`src/rtl/scl_gen_pkg.sv`:
```
package scl_gen_pkg;

  typedef enum logic [1:0] {
    ST_IDLE = 2'd0,
    ST_LOW  = 2'd1,
    ST_WAIT = 2'd2,
    ST_HIGH = 2'd3
  } sclState_t;

  typedef struct packed {
    logic loadLow;
    logic loadHigh;
    logic dec;
  } cntCtl_t;

endpackage

```
`src/rtl/scl_sync.sv`:
```
module scl_sync #(
  parameter int STAGES = 2
) (
  input  logic clk,
  input  logic rstN,
  input  logic sclIn,
  output logic sclSync
);

  logic [STAGES-1:0] chain;

  generate
    for (genvar i = 0; i < STAGES; i++) begin : g_stage
      if (i == 0) begin : g_first
        always_ff @(posedge clk) begin
          if (!rstN) chain[0] <= 1'b1;
          else       chain[0] <= sclIn;
        end
      end else begin : g_next
        always_ff @(posedge clk) begin
          if (!rstN) chain[i] <= 1'b1;
          else       chain[i] <= chain[i-1];
        end
      end
    end
  endgenerate

  assign sclSync = chain[STAGES-1];

endmodule

```
`src/rtl/scl_count.sv`:
```
module scl_count
  import scl_gen_pkg::*;
#(
  parameter int CNT_W = 16
) (
  input  logic             clk,
  input  logic             rstN,
  input  cntCtl_t          ctl,
  input  logic [CNT_W-1:0] lowCount,
  input  logic [CNT_W-1:0] highCount,
  output logic             cntZero,
  output logic             cntMid
);

  localparam logic [CNT_W-1:0] ONE = CNT_W'(1);

  logic [CNT_W-1:0] cnt;

  always_ff @(posedge clk) begin
    if (!rstN)             cnt <= '0;
    else if (ctl.loadLow)  cnt <= lowCount - ONE;
    else if (ctl.loadHigh) cnt <= highCount - ONE;
    else if (ctl.dec)      cnt <= cnt - ONE;
  end

  assign cntZero = (cnt == '0);
  assign cntMid  = (cnt == (highCount >> 1));

  // the control must never ask for a decrement once the count is spent
  p_no_underflow_r2: assert property (@(posedge clk) disable iff (!rstN)
    ctl.dec |-> cnt != '0);

endmodule

```
`src/rtl/scl_ctrl.sv`:
```
module scl_ctrl
  import scl_gen_pkg::*;
(
  input  logic    clk,
  input  logic    rstN,
  input  logic    enable,
  input  logic    sclSync,
  input  logic    cntZero,
  input  logic    cntMid,
  output cntCtl_t ctl,
  output logic    sclDriveLow,
  output logic    riseStrobe,
  output logic    fallStrobe,
  output logic    midHighStrobe
);

  sclState_t state, stateNxt;
  logic riseNxt, fallNxt, midNxt;

  always_comb begin
    stateNxt     = state;
    ctl          = '0;
    riseNxt      = 1'b0;
    fallNxt      = 1'b0;
    midNxt       = 1'b0;
    unique case (state)
      ST_IDLE: begin
        if (enable) begin
          stateNxt    = ST_LOW;
          ctl.loadLow = 1'b1;
          fallNxt     = 1'b1;
        end
      end
      ST_LOW: begin
        if (cntZero) stateNxt = ST_WAIT;
        else         ctl.dec  = 1'b1;
      end
      ST_WAIT: begin
        if (sclSync) begin
          stateNxt     = ST_HIGH;
          ctl.loadHigh = 1'b1;
          riseNxt      = 1'b1;
        end
      end
      ST_HIGH: begin
        if (!sclSync) begin
          stateNxt    = ST_LOW;
          ctl.loadLow = 1'b1;
          fallNxt     = 1'b1;
        end else if (cntZero) begin
          if (enable) begin
            stateNxt    = ST_LOW;
            ctl.loadLow = 1'b1;
            fallNxt     = 1'b1;
          end else begin
            stateNxt = ST_IDLE;
          end
        end else begin
          ctl.dec = 1'b1;
          midNxt  = cntMid;
        end
      end
      default: stateNxt = ST_IDLE;
    endcase
  end

  always_ff @(posedge clk) begin
    if (!rstN) begin
      state         <= ST_IDLE;
      riseStrobe    <= 1'b0;
      fallStrobe    <= 1'b0;
      midHighStrobe <= 1'b0;
    end else begin
      state         <= stateNxt;
      riseStrobe    <= riseNxt;
      fallStrobe    <= fallNxt;
      midHighStrobe <= midNxt;
    end
  end

  assign sclDriveLow = (state == ST_LOW);

  p_rise_after_high_r3: assert property (@(posedge clk) disable iff (!rstN)
    riseStrobe |-> $past(sclSync) && !sclDriveLow);

  p_fall_drives_r2: assert property (@(posedge clk) disable iff (!rstN)
    fallStrobe |-> sclDriveLow);

  p_abort_high_r5: assert property (@(posedge clk) disable iff (!rstN)
    (state == ST_HIGH && !sclSync) |=> fallStrobe && sclDriveLow);

  p_mid_released_r7: assert property (@(posedge clk) disable iff (!rstN)
    midHighStrobe |-> !sclDriveLow && $past(sclSync));

  p_one_strobe_r10: assert property (@(posedge clk) disable iff (!rstN)
    $onehot0({riseStrobe, fallStrobe, midHighStrobe}));

endmodule

```
`src/rtl/scl_clock_gen.sv`:
```
module scl_clock_gen
  import scl_gen_pkg::*;
#(
  parameter int CNT_W       = 16,
  parameter int SYNC_STAGES = 2
) (
  input  logic             clk,
  input  logic             rstN,
  input  logic             enable,
  input  logic [CNT_W-1:0] lowCount,
  input  logic [CNT_W-1:0] highCount,
  input  logic             sclIn,
  output logic             sclDriveLow,
  output logic             riseStrobe,
  output logic             fallStrobe,
  output logic             midHighStrobe
);

  logic    sclSync;
  logic    cntZero;
  logic    cntMid;
  cntCtl_t ctl;

  scl_sync #(.STAGES(SYNC_STAGES)) u_sync (
    .clk     (clk),
    .rstN    (rstN),
    .sclIn   (sclIn),
    .sclSync (sclSync)
  );

  scl_ctrl u_ctrl (
    .clk           (clk),
    .rstN          (rstN),
    .enable        (enable),
    .sclSync       (sclSync),
    .cntZero       (cntZero),
    .cntMid        (cntMid),
    .ctl           (ctl),
    .sclDriveLow   (sclDriveLow),
    .riseStrobe    (riseStrobe),
    .fallStrobe    (fallStrobe),
    .midHighStrobe (midHighStrobe)
  );

  scl_count #(.CNT_W(CNT_W)) u_count (
    .clk       (clk),
    .rstN      (rstN),
    .ctl       (ctl),
    .lowCount  (lowCount),
    .highCount (highCount),
    .cntZero   (cntZero),
    .cntMid    (cntMid)
  );

endmodule

```
`config.mk`:
```
export PLATFORM = sky130hd
export DESIGN_NAME = scl_clock_gen
export DESIGN_NICKNAME = d
export VERILOG_FILES = /design/src/rtl/scl_gen_pkg.sv /design/src/rtl/scl_sync.sv /design/src/rtl/scl_count.sv /design/src/rtl/scl_ctrl.sv /design/src/rtl/scl_clock_gen.sv
export SDC_FILE = /design/constraint.sdc
export NUM_CORES = 1
export LEC_CHECK = 0
export ABC_CLOCK_PERIOD_IN_PS = 3860
export CAP_MARGIN = 30
export CORE_ASPECT_RATIO = 0.8
export CORE_MARGIN = 4
export CORE_UTILIZATION = 30
export DETAILED_ROUTE_END_ITERATION = 8
export GPL_TIMING_DRIVEN = 0
export HOLD_SLACK_MARGIN = 0.1
export PLACE_DENSITY = 0.62
export SYNTH_ARGS = -nofsm -noshare
export SYNTH_HDL_FRONTEND = slang
export SYNTH_HIERARCHICAL = 1
export SYNTH_SLANG_ARGS = --single-unit
export TNS_END_PERCENT = 30
```
`constraint.sdc`:
```
create_clock -name clk -period 3.86 [get_ports clk]
set_input_delay 0.772 -clock clk [delete_from_list [all_inputs] [get_ports clk]]
set_output_delay 0.772 -clock clk [all_outputs]
set_load 0.01 [all_outputs]
```
==> results.yml <==
placed_design:
  portBuffers: 39
  hpwlAfterDp_microns: 4040
  gp_congestion: 0.873
  dpl.cell_count: 323
  placed_area_sq_um: 2430
die:
  die_h_microns: 79.9
  fp-row-count: 25
  die_area_sq_um: 7830
  ios: 40
  core_sq_um: 6100
  die_w_microns: 97.9
  start_util: 0.318
synth:
  synthDistinctLibCells: 45
  synth_top_area_share: 0.237
  yosysSeqAreaShare: 0.237
  synth_area_sq_um: 1940
  ys.warnings.count: 6
  synthTopCellsByCount: "dfxtp_1 (23), xnor2_1 (18), a21oi_1 (14)"
  synth_flop_cell: "dfxtp_1"
  synthTopCellsByArea: "dfxtp_1 (24%), mux2i_4 (12%), xnor2_1 (8.1%), mux2_2 (4.6%), xor2_1 (4.5%)"
  syn-mean-instance-area_sq_um: 9.56
  synth_top_area_cell: "dfxtp_1"
  ys_ff_latch: 23
  syn-num-nets: 245
  synthMostInstantiatedCell: "dfxtp_1"
  async_flop_share: 0
  synth-edff-count: 0
  synthCells: 203
detailed_routing:
  num_vias: 1650
  firstDrtPassIters: 4
  wl_per_cell_microns: 15.6
  via_per_inst: 5.05
  routed_wirelength_microns: 5110
  drtAntennaViolNets: 0
  drtIter0Drc: 115
  drc: 0
critical_path:
  cp.required_ps: 3990
  crit_path_max_incr_delay_ps: 360
  crit_path_max_fanout: 10
  worstPathCellList: "nor4_1 -> and4_1 -> a21o_1 -> a21oi_1 -> nor2_1 -> buf_4 -> buf_4 -> mux2i_4 -> ha_1 -> nand3_2 -> nor4_2 -> xor2_1 -> o22ai_1"
  worstSetupPathType: "reg -> reg"
  worstPathArrival_ps: 3410
  crit_top_cell: "buf_4"
  cp_top_family: "simple AND/OR/NAND/NOR gates"
  start_kind: "flop"
  crit_slowest_cell: "dfxtp_1"
  end_kind: "flop"
  crit_buf_inv: 2
sta:
  relSlewSlack: 0.648
  drv_slew: 0
  setup_viol: 0
  hold_viol: 0
  skew_ps: 6.64
  fmax_mhz: 305
  fin_crit_sh: 0.849
  fin_crit_ps: 3280
  worst_slew_pin_slew_ps: 528
  rsz0062_at_grt: "no"
  setup_tns_ps: 0
clocking:
  cts_tree: "yes"
  post_cts_resized: 0
  clock_sinks: 23
  cts_setup_buffers: 0
  holdBufCountCts: 0
  clkTransAtPathRegs_ps: 90
  clock_latency_ps: 270
  clk_path_buf_depth: 2
  h-tree-depth: 1
  cts_buffers: 3
  cts_root_buf: "clkbuf_8"
global_route:
  antenna_found_initial: 0
  grt_pass1_wl_microns: 8660
  grt.total_usage: 0.138
  grt_max_degree: 14
  grt_overflow: 0
  grt_pass1_vias: 1702
finish:
  fin_cells: 327
  syn_to_final_growth_pct: 27.7
  nets: 289
  drive_above_1_share: 0.183
  fin_area_sq_um: 2480
  diodes: 0
hold_path:
  hold_path.class: "reg -> reg"
power:
  power_density_nw_per_um2: 811
  totalPowerFinal_uw: 2010
  total_leakage_power_uw: 0.000866
  ir_drop_mv: 0.267
run_status:
  outcome: "finished, final reports clean"
flow_run:
  max_cap_violations: 0
-- state kept, by name, indices dropped and copies added, names as in the netlist --
| register | cells |
|---|---|
| u_sync/sclSync | 1 |
| u_ctrl/fallStrobe | 1 |
| u_count/cnt | 16 |
| u_ctrl/state | 2 |
| u_sync/chain | 1 |
| u_ctrl/riseStrobe | 1 |
| u_ctrl/midHighStrobe | 1 |
-- area by class of cell --
type	count	area (sq um)
flip-flops and latches	23	460
plain buffers	11	68.8
repair buffers	39	390
multi-input cells	161	1380
clock buffers	4	45.0
fillers	626	3620
well taps	81	101
inverters	8	30.0
-- report_power, final --
| part | switching (uW) | internal [uW] | leakage, uW |
|---|---|---|---|
| Sequential | 86.5 | 316 | 0.000190 |
| Clock | 80.8 | 73.9 | 0.0000228 |
| Combinational | 793 | 660 | 0.000653 |
| Total | 960 | 1050 | 0.000866 |
-- cells in the final DEF (no fill, tap or decap), types with 4 or more instances in the layout --
cell type,instances
mux2i_1,5
nor2_1,13
nor3_1,4
mux2i_4,10
clkdlybuf4s50_1,39
o21ai_0,11
dfxtp_1,23
clkbuf_1,6
inv_1,8
mux2_2,8
ha_1,6
nand2b_1,4
nor4_1,5
nand2_1,8
mux2_4,4
nand3_1,5
xor2_1,10
a21oi_1,14
xnor2_1,18
nand4_1,6
-- logic make-up after synthesis --
logic type,synth area share
adder cells (fa/ha/maj),0.0387
AND/OR/NAND/NOR,0.184
multiplexers,0.239
XOR/XNOR,0.126
buffers and inverters,0.0509
flip-flops,0.237
AO/OA/AOI/OAI,0.123
-- per-stage QoR --
| step | setup WS [ps] | hold slack (ps) | util |
|---|---|---|---|
| after floorplan | 1090 | 386 | - |
| after global placement | 481 | 390 | 0.399 |
| after detailed placement | 458 | 395 | 0.399 |
| after CTS | 601 | 415 | 0.406 |
| after global routing | 391 | 448 | 0.406 |
| final | 582 | 413 | 0.406 |
-- final timing paths --
kind / to / startpoint / slack [ps] / depth (start not counted)
worst max-delay path: u_count/cnt[14] / u_count/cnt[5] / 580 / 13
worst min-delay path: u_sync/sclSync / u_sync/chain[0] / 410 / 1
worst max register to register: u_count/cnt[14] / u_count/cnt[5] / 580 / 13
worst min register to register: u_sync/sclSync / u_sync/chain[0] / 410 / 1
-- per-layer routing --
layer | global-route usage | up-vias | wire [microns]
met2 | 0.221 | 37 | 2360
met4 | 0.0373 | 0 | 41
met3 | 0.0341 | 4 | 255
met5 | 0 | - | 0
li1 | - | 819 | -
met1 | 0.186 | 790 | 2450
Note: power is estimated with default switching activity, not from simulation.
